**src/rtl/hw_sem_pkg.sv**
```systemverilog
// Package: shared constants for the semaphore bank.
// Assumes: register words are 32 bits wide.
package hw_sem_pkg;
    localparam int unsigned DATA_W = 32;
endpackage

```
**src/rtl/hw_sem_addr_decode.sv**
```systemverilog
// Module: hw_sem_addr_decode
// Turns one access channel (enable plus word address) into a one-hot
// lock select and a flag for the debug view word.
// Assumes: lock words are at addresses 0..NUM_SEM-1 and the debug word
// is at NUM_SEM. Higher addresses select nothing.
module hw_sem_addr_decode #(
    parameter int unsigned NUM_SEM = 16,
    parameter int unsigned ADDR_W  = $clog2(NUM_SEM + 1)
) (
    input  logic              en,
    input  logic [ADDR_W-1:0] addr,
    output logic [NUM_SEM-1:0] sem_hit,
    output logic              view_hit,
    output logic              out_of_range
);
    // Compare the address against every lock word.
    for (genvar i = 0; i < NUM_SEM; i++) begin : g_hit
        assign sem_hit[i] = en && (addr == ADDR_W'(i));
    end

    // Select the debug word, or flag an address past it.
    always_comb begin
        view_hit     = en && (addr == ADDR_W'(NUM_SEM));
        out_of_range = en && (addr >  ADDR_W'(NUM_SEM));
    end
endmodule

```
**src/rtl/hw_sem_lock_cell.sv**
```systemverilog
// Module: hw_sem_lock_cell
// One lock bit. A read selects it and sets it; after that, a write with
// release=1 clears it. Both can arrive in one cycle.
// Assumes: synchronous active-low reset to the free state.
module hw_sem_lock_cell (
    input  logic clk,
    input  logic rst_n,
    input  logic rd_hit,
    input  logic wr_hit,
    input  logic release_bit,
    output logic locked
);
    logic lock_q;
    logic after_read;

    // Lock state once the read side has taken effect.
    always_comb begin
        after_read = lock_q | rd_hit;
    end

    // Apply the write after the read and store the result.
    always_ff @(posedge clk) begin
        if (!rst_n) lock_q <= 1'b0;
        else        lock_q <= after_read & ~(wr_hit & release_bit);
    end

    assign locked = lock_q;


    take_on_read_chk: assert property (@(posedge clk) disable iff (!rst_n)
        (rd_hit && !lock_q && !(wr_hit && release_bit)) |=> lock_q);

    held_on_read_chk: assert property (@(posedge clk) disable iff (!rst_n)
        (rd_hit && lock_q && !(wr_hit && release_bit)) |=> lock_q);

    release_chk: assert property (@(posedge clk) disable iff (!rst_n)
        (wr_hit && release_bit) |=> !lock_q);

    keep_on_zero_write_chk: assert property (@(posedge clk) disable iff (!rst_n)
        (lock_q && wr_hit && !release_bit) |=> lock_q);

    free_stays_free_chk: assert property (@(posedge clk) disable iff (!rst_n)
        (!lock_q && !rd_hit) |=> !lock_q);
endmodule

```
**src/rtl/hw_sem_rd_mux.sv**
```systemverilog
// Module: hw_sem_rd_mux
// Builds the read word from the lock bits as they were before this cycle.
// Assumes: NUM_SEM <= DATA_W and at most one select is active.
module hw_sem_rd_mux
    import hw_sem_pkg::*;
#(
    parameter int unsigned NUM_SEM = 16
) (
    input  logic [NUM_SEM-1:0] sem_hit,
    input  logic              view_hit,
    input  logic [NUM_SEM-1:0] lock_vec,
    output logic [DATA_W-1:0] data
);
    // Pick either one lock bit in bit 0 or the whole vector.
    always_comb begin
        data = '0;
        if (view_hit) data[NUM_SEM-1:0] = lock_vec;
        else          data[0]           = |(sem_hit & lock_vec);
    end
endmodule

```
**src/rtl/hw_sem_bank.sv**
```systemverilog
// Module: hw_sem_bank (top)
// A bank of read-to-lock semaphores on separate read and write channels.
// Read data is registered and is valid one cycle after the request.
// Assumes: NUM_SEM <= 32, and only bit 0 of the write data carries meaning.
module hw_sem_bank
    import hw_sem_pkg::*;
#(
    parameter int unsigned NUM_SEM = 16,
    parameter int unsigned ADDR_W  = $clog2(NUM_SEM + 1)
) (
    input  logic              clk,
    input  logic              rst_n,
    input  logic              rd_en,
    input  logic [ADDR_W-1:0] rd_addr,
    input  logic              wr_en,
    input  logic [ADDR_W-1:0] wr_addr,
    input  logic [DATA_W-1:0] wr_data,
    output logic [DATA_W-1:0] rd_data,
    output logic              rd_valid
);
    logic [NUM_SEM-1:0] rd_sem_hit;
    logic [NUM_SEM-1:0] wr_sem_hit;
    logic [NUM_SEM-1:0] lock_vec;
    logic               rd_view_hit;
    logic               rd_oor;
    logic               wr_view_hit;
    logic               wr_oor;
    logic [DATA_W-1:0]  rd_word;
    logic [DATA_W-1:0]  rd_data_q;
    logic               rd_valid_q;

    hw_sem_addr_decode #(.NUM_SEM(NUM_SEM), .ADDR_W(ADDR_W)) i_rd_dec (
        .en(rd_en), .addr(rd_addr), .sem_hit(rd_sem_hit),
        .view_hit(rd_view_hit), .out_of_range(rd_oor)
    );

    hw_sem_addr_decode #(.NUM_SEM(NUM_SEM), .ADDR_W(ADDR_W)) i_wr_dec (
        .en(wr_en), .addr(wr_addr), .sem_hit(wr_sem_hit),
        .view_hit(wr_view_hit), .out_of_range(wr_oor)
    );

    for (genvar i = 0; i < NUM_SEM; i++) begin : g_cell
        hw_sem_lock_cell i_cell (
            .clk(clk), .rst_n(rst_n),
            .rd_hit(rd_sem_hit[i]), .wr_hit(wr_sem_hit[i]),
            .release_bit(wr_data[0]), .locked(lock_vec[i])
        );
    end

    hw_sem_rd_mux #(.NUM_SEM(NUM_SEM)) i_mux (
        .sem_hit(rd_sem_hit), .view_hit(rd_view_hit),
        .lock_vec(lock_vec), .data(rd_word)
    );

    // Register the read word and its valid strobe.
    always_ff @(posedge clk) begin
        if (!rst_n) begin
            rd_data_q  <= '0;
            rd_valid_q <= 1'b0;
        end else begin
            rd_data_q  <= rd_en ? rd_word : '0;
            rd_valid_q <= rd_en;
        end
    end

    assign rd_data  = rd_data_q;
    assign rd_valid = rd_valid_q;


    upper_bits_zero_chk: assert property (@(posedge clk) disable iff (!rst_n)
        (rd_en && !rd_view_hit) |=> (rd_data[DATA_W-1:1] == '0));

    view_no_effect_chk: assert property (@(posedge clk) disable iff (!rst_n)
        ((rd_view_hit || wr_view_hit) && !(|rd_sem_hit) && !(|wr_sem_hit)) |=> $stable(lock_vec));

    oor_no_effect_chk: assert property (@(posedge clk) disable iff (!rst_n)
        ((rd_oor || !rd_en) && (wr_oor || !wr_en)) |=> ($countones(lock_vec) <= $countones($past(lock_vec))));

    oor_read_zero_chk: assert property (@(posedge clk) disable iff (!rst_n)
        rd_oor |=> (rd_valid && rd_data == '0));

    single_change_chk: assert property (@(posedge clk) disable iff (!rst_n)
        (!wr_en) |=> ($countones(lock_vec ^ $past(lock_vec)) <= 1));
endmodule

```
**config.mk**
```make
export PLATFORM = sky130hd
export DESIGN_NAME = hw_sem_bank
export DESIGN_NICKNAME = d
export VERILOG_FILES = /design/src/rtl/hw_sem_pkg.sv /design/src/rtl/hw_sem_addr_decode.sv /design/src/rtl/hw_sem_lock_cell.sv /design/src/rtl/hw_sem_rd_mux.sv /design/src/rtl/hw_sem_bank.sv
export SDC_FILE = /design/constraint.sdc
export NUM_CORES = 1
export LEC_CHECK = 0
export CAP_MARGIN = 0
export CORE_MARGIN = 2
export CORE_UTILIZATION = 35
export DETAILED_ROUTE_END_ITERATION = 8
export MAX_ROUTING_LAYER = met4
export PLACE_DENSITY = 0.77
export SLEW_MARGIN = 20
export SYNTH_ARGS = -nofsm -noshare
export SYNTH_HDL_FRONTEND = slang
export SYNTH_SLANG_ARGS = --single-unit
```
**constraint.sdc**
```tcl
create_clock -name clk -period 1.3 [get_ports clk]
set_input_delay 0.39 -clock clk [delete_from_list [all_inputs] [get_ports clk]]
set_output_delay 0.39 -clock clk [all_outputs]
set_load 0.005 [all_outputs]
```
Yosys cells after proc, flatten, opt, wreduce, memory -nomap -nowiden
Index checks and enable logic that the tools add are counted.
{"block": "totals", "register_bits": 49, "latchBits": 0, "mem_bits_rw": 0, "mem_bits_ro": 0, "input_bits": 46, "word_cells": 155, "mem_count": 0}
{"block": "classes", "addsub": 0, "multipliers": 0, "div_mod_pow": 0, "magnitude_cmp": 0, "eq_ne": 31, "n_shift": 0, "muxes": 1, "n_bitwise": 65, "n_reduce_logical": 38}
{"op": "$eq 5x4->1 const B", "count": 16}
{"op": "$eq 5x3->1 const B", "count": 8}
{"op": "$logic_and 1x1->1", "count": 33}
{"op": "$and 1x1->1", "count": 32}
{"op": "$eq 5x2->1 const B", "count": 4}
{"op": "$and 16x16->16", "count": 1}
{"op": "$not 1->1", "count": 16}
{"op": "$or 1x1->1", "count": 16}
{"op": "$reduce_or 16->1", "count": 1}
{"op": "$eq 5x1->1 const B", "count": 2}
{"op": "$logic_not 5->1", "count": 2}
{"op": "$eq 5x5->1 const B", "count": 1}
{"op": "$reduce_and 3->1", "count": 1}
{"op": "$reduce_and 2->1", "count": 1}
{"op": "$mux 1", "count": 1}

Longest topological paths before layout
Gate-level depths: netlist (run 1).
{"block": "depth", "ltp_word": 5, "ltp_mapped": 5, "ltp_nobuf": 4}

Modules after synthesis
From an unflattened synthesis (run 1), not the netlist that was laid out.
{"block": "hier_totals", "cells_unflattened": 217, "area_unflattened_um2": 2103.3}
{"module": "hw_sem_bank", "n_inst": 1, "cells_each": 72, "area_each_um2": 925.9, "seq_area_each_um2": 660.6}
{"module": "hw_sem_lock_cell", "n_inst": 16, "cells_each": 3, "area_each_um2": 33.8, "seq_area_each_um2": 20.0}
{"module": "hw_sem_rd_mux", "n_inst": 1, "cells_each": 43, "area_each_um2": 334.1, "seq_area_each_um2": 0.0}
{"module": "hw_sem_addr_decode", "n_inst": 2, "cells_each": 27, "area_each_um2": 151.4, "seq_area_each_um2": 0.0}

Worst setup path after synthesis (run 1)
No wires, ideal clock.
{"block": "synth_timing", "path_type": "input to register", "startpoint": "input rd_addr[3]", "endpoint": "register rd_data_q[0], in the netlist rd_data[0]", "arrival_time_ps": 1241, "t_required_ps": 1171, "slack_ps": -70, "cell_stages": 4, "path_buffers": 1, "path_cell_list": "buf_6 mux4_2 a22oi_1 a31oi_1"}
{"block": "synth_via", "elab_chain_cells": 5}
{"element": "start: declaration", "line_no": "hw_sem_bank.sv:14", "rtl": "input logic [ADDR_W-1:0] rd_addr,"}
{"element": "$eq 5x1->1, or another cell as far along", "line_no": "hw_sem_addr_decode.sv:18", "rtl": "assign sem_hit[i] = en && (addr == ADDR_W'(i));"}
{"element": "$logic_and 1x1->1", "line_no": "hw_sem_addr_decode.sv:18"}
{"element": "$and 16x16->16", "line_no": "hw_sem_rd_mux.sv:18", "rtl": "else data[0] = |(sem_hit & lock_vec);"}
{"element": "$reduce_or 16->1", "line_no": "hw_sem_rd_mux.sv:18"}
{"element": "$mux 1 *", "line_no": "hw_sem_rd_mux.sv:17", "rtl": "if (view_hit) data[NUM_SEM-1:0] = lock_vec;"}
{"element": "end signal: assignment", "line_no": "hw_sem_bank.sv:61", "rtl": "rd_data_q <= rd_en ? rd_word : '0;"}
{"element": "end: declaration", "line_no": "hw_sem_bank.sv:29", "rtl": "logic [DATA_W-1:0] rd_data_q;"}
Mark *: on every way between the ends. The rest lies on a longest branch, timed or not.
A chain may end at the register's enable or synchronous reset.

Worst setup path in the final report (run 1)
{"block": "layout_timing", "startpoint": "input rd_en", "endpoint": "register rd_data_q[0], in the netlist rd_data[0]"}
{"block": "layout_via", "elab_chain_cells": 4}
{"element": "start: declaration", "line_no": "hw_sem_bank.sv:13", "rtl": "input logic rd_en,"}
{"element": "$logic_and 1x1->1", "line_no": "hw_sem_addr_decode.sv:18"}
{"element": "$and 16x16->16", "line_no": "hw_sem_rd_mux.sv:18"}
{"element": "$reduce_or 16->1", "line_no": "hw_sem_rd_mux.sv:18"}
{"element": "$mux 1", "line_no": "hw_sem_rd_mux.sv:17"}
Several ways; a longest one is shown, not always the timed one.

==> metrics.cfg, run 1 <==
[run_status]
status=finished with violations
violations=setup timing

[clock_network]
clock-root-buffer=clkbuf_8
cts_sinks=33
clock_latency_ns=0.29
path_clk_slew_ns=0.06
hold_buffers=0
cts_tree=done
clockBufferDepth=2
cts_made_buffers=5
h-tree-depth=2

[grt]
grt_max_degree=16
grt_pass1_vias=1195
grt_pass1_wl_um=5480
antenna_found_initial=0
grt_use_total_pct=15.1
grt.overflow.total=0

[routing]
num_vias=1310
wl_per_cell_um=12.9
ant_nets=0
drt-vias-per-instance=4.87
drt-total-wl_um=3480
drtIter0Drc=72
drt_pass1_iterations=4
drc_errors=0

[worst_setup_path]
cp_data_required_time_ns=1.46
max_stage_delay_ns=0.33
start_kind=input port
rr_startpoint=g_cell[15].i_cell.locked
critPathCaptureType=flip-flop
cp_cell_sequence=dlygate4sd2_1 -> and4b_2 -> and3_4 -> nor4_2 -> a31oi_1
crit_type=in2reg
crit_slowest_cell=nor4_2
startpoint=rd_en
arrival_ns=1.53
path_max_fanout=6

[pwr]
irDropWorstVdd_mv=0.387
power_frac_comb_pct=11.4
share_seq_of_total_power_pct=49.1
p_int_uw=1610
p_switching_uw=480
pwr_density_cell_nw_per_um2=968
swShare_pct=22.9
leakage_uw=0.00106
pwr-share-clk_pct=39.6
fin_total_pwr_uw=2090

[floorplan]
die_x_um=69.9
dieArea_sq_um=4890
die_height_um=69.9
row_count=23
io_pins=79
initial_core_util_pct=37.2
coreArea_sq_um=4090

[yosys]
synth_flop_cell=dfxtp_1
postSynthCellCount=164
yosys_warnings=0
ys_ff_latch=33
syn_avg_cell_area_sq_um=9.27
synth_edf_count=0
seq_area_frac_synth_pct=43.5
synth_cell_types=37
syn_area_sq_um=1520
synthArstFlopShare_pct=0

[timing]
hold_viol_final=0
post-route-period-util_pct=105
setup_tns_ns=-0.0646
slew_viol_final=0
fin_worst_skew_ns=0.00322
setup_slack_ns=-0.0646
setup_violations=1
period_minus_slack_ns=1.36
rsz0062_at_grt=true
fmax_mhz=733

[place]
place_inst=260
io_buffers=31
dp_hpwl_um=2670
gp_congestion=0.908

[finish]
nets=264
regArea_sq_um=662
final_util_pct=52.8
diodes=0
syn_to_final_growth_pct=42.1
fin_cells=269
multi_input_area_sq_um=833
layout_commonest_cell=dfxtp_1
drive_above_1_share_pct=31.1
fill_cells=372
final_cell_mix=32 x dfxtp_1, 22 x buf_4, 20 x dlygate4sd2_1

[hold_path]
hold_path_startpoint=g_cell[15].i_cell.locked
worst_hold_path_type=reg2reg

[run]
cap_violations=0

==> logic make-up after synthesis <==
family / after synthesis / share of synthesized area, %
AO/OA/AOI/OAI: 39 / 15.3
buffers and inverters: 26 / 12.8
flip-flops: 33 / 43.5
multiplexers: 3 / 2.88
other: 1 / 0.247
AND/OR/NAND/NOR: 62 / 25.3
==> flip-flops by register name, summed over array words and instances (netlist names) <==
register / flops
rd_valid: 1
g_cell.i_cell.locked: 16
rd_data: 16
==> power by group through the flow <==
stage / clock, uW / sequential [uW] / combinational, uW
after global placement: 0 / 1050 / 211
after detailed placement: 0 / 1050 / 214
final: 827 / 1030 / 238
after CTS: 854 / 1030 / 215
after global routing: 898 / 1030 / 259
after floorplan: 0 / 1050 / 140
==> area by class of cell <==
cell class	instances	area share, %
clock buffers	7	4.46
clock inverters	1	0.232
inverters	2	0.348
multi-input cells	120	38.6
flip-flops and latches	33	30.6
well taps	50	2.90
repair buffers	56	22.8
==> stage by stage <==
stage	area, sq um	setup slack (ns)	hold WS, ns
after CTS	2070	-0.0980	0.502
final	2160	-0.0646	0.502
after detailed placement	1960	-0.663	0.494
after global placement	1960	-0.618	0.492
after floorplan	1580	-0.0377	0.460
after global routing	2160	-0.103	0.511
==> synth_stat cells (2+ instances only) <==
library cell / count / area, sq um
a211oi_1: 3 / 22.5
a21oi_1: 12 / 60.1
a31oi_1: 5 / 31.3
and2_2: 2 / 15.0
and2b_2: 2 / 17.5
and3_1: 16 / 100
buf_4: 17 / 128
buf_6: 3 / 33.8
clkbuf_1: 3 / 11.3
dfxtp_1: 33 / 661
inv_1: 2 / 7.51
nand2_1: 5 / 18.8
nand2b_1: 2 / 12.5
nand3_1: 3 / 15.0
nand3b_1: 4 / 30.0
nor2_1: 15 / 56.3
nor2b_1: 2 / 12.5
nor3b_1: 3 / 22.5
o21ai_0: 14 / 70.1
==> critical path: cells and delay by family <==
| kind | cells | cell delay (ns) |
|---|---|---|
| AOI/OAI and AO/OA | 1 | 0.13 |
| and+or+nand+nor | 3 | 0.73 |
| buffers and inverters | 1 | 0.28 |
==> metal layers <==
layer | GRT usage (%) | part of all wire, % | vias up
met5 | - | 0 | -
met4 | 9.40 | 3.6 | 0
met3 | 4.62 | 6.2 | 12
met2 | 23.6 | 48 | 53
met1 | 16.8 | 42 | 588
li1 | - | - | 657
==> what timing repair did <==
action	CTS	global route
buffers inserted	0	1
pin swaps	3	10
resized for setup	34	41
hold endpoints to repair	0	0
endpoints found under the setup margin	49	31
==> path summary, 6_finish.rpt <==
kind	endpoint	cells past startpoint	slack [ns]
hold / removal	rd_data[15]	1	0.50
setup reg to reg	rd_data[0]	4	-0.05
setup / recovery	rd_data[0]	5	-0.06
hold reg to reg	rd_data[15]	1	0.50
Note: power is estimated with default switching activity, not from simulation.
==> run 2: changes to the inputs <==
- HOLD_SLACK_MARGIN: default -> 0.12
==> results of run 2 <==
Final layout, timing and power as in run 1 (identical DEF).
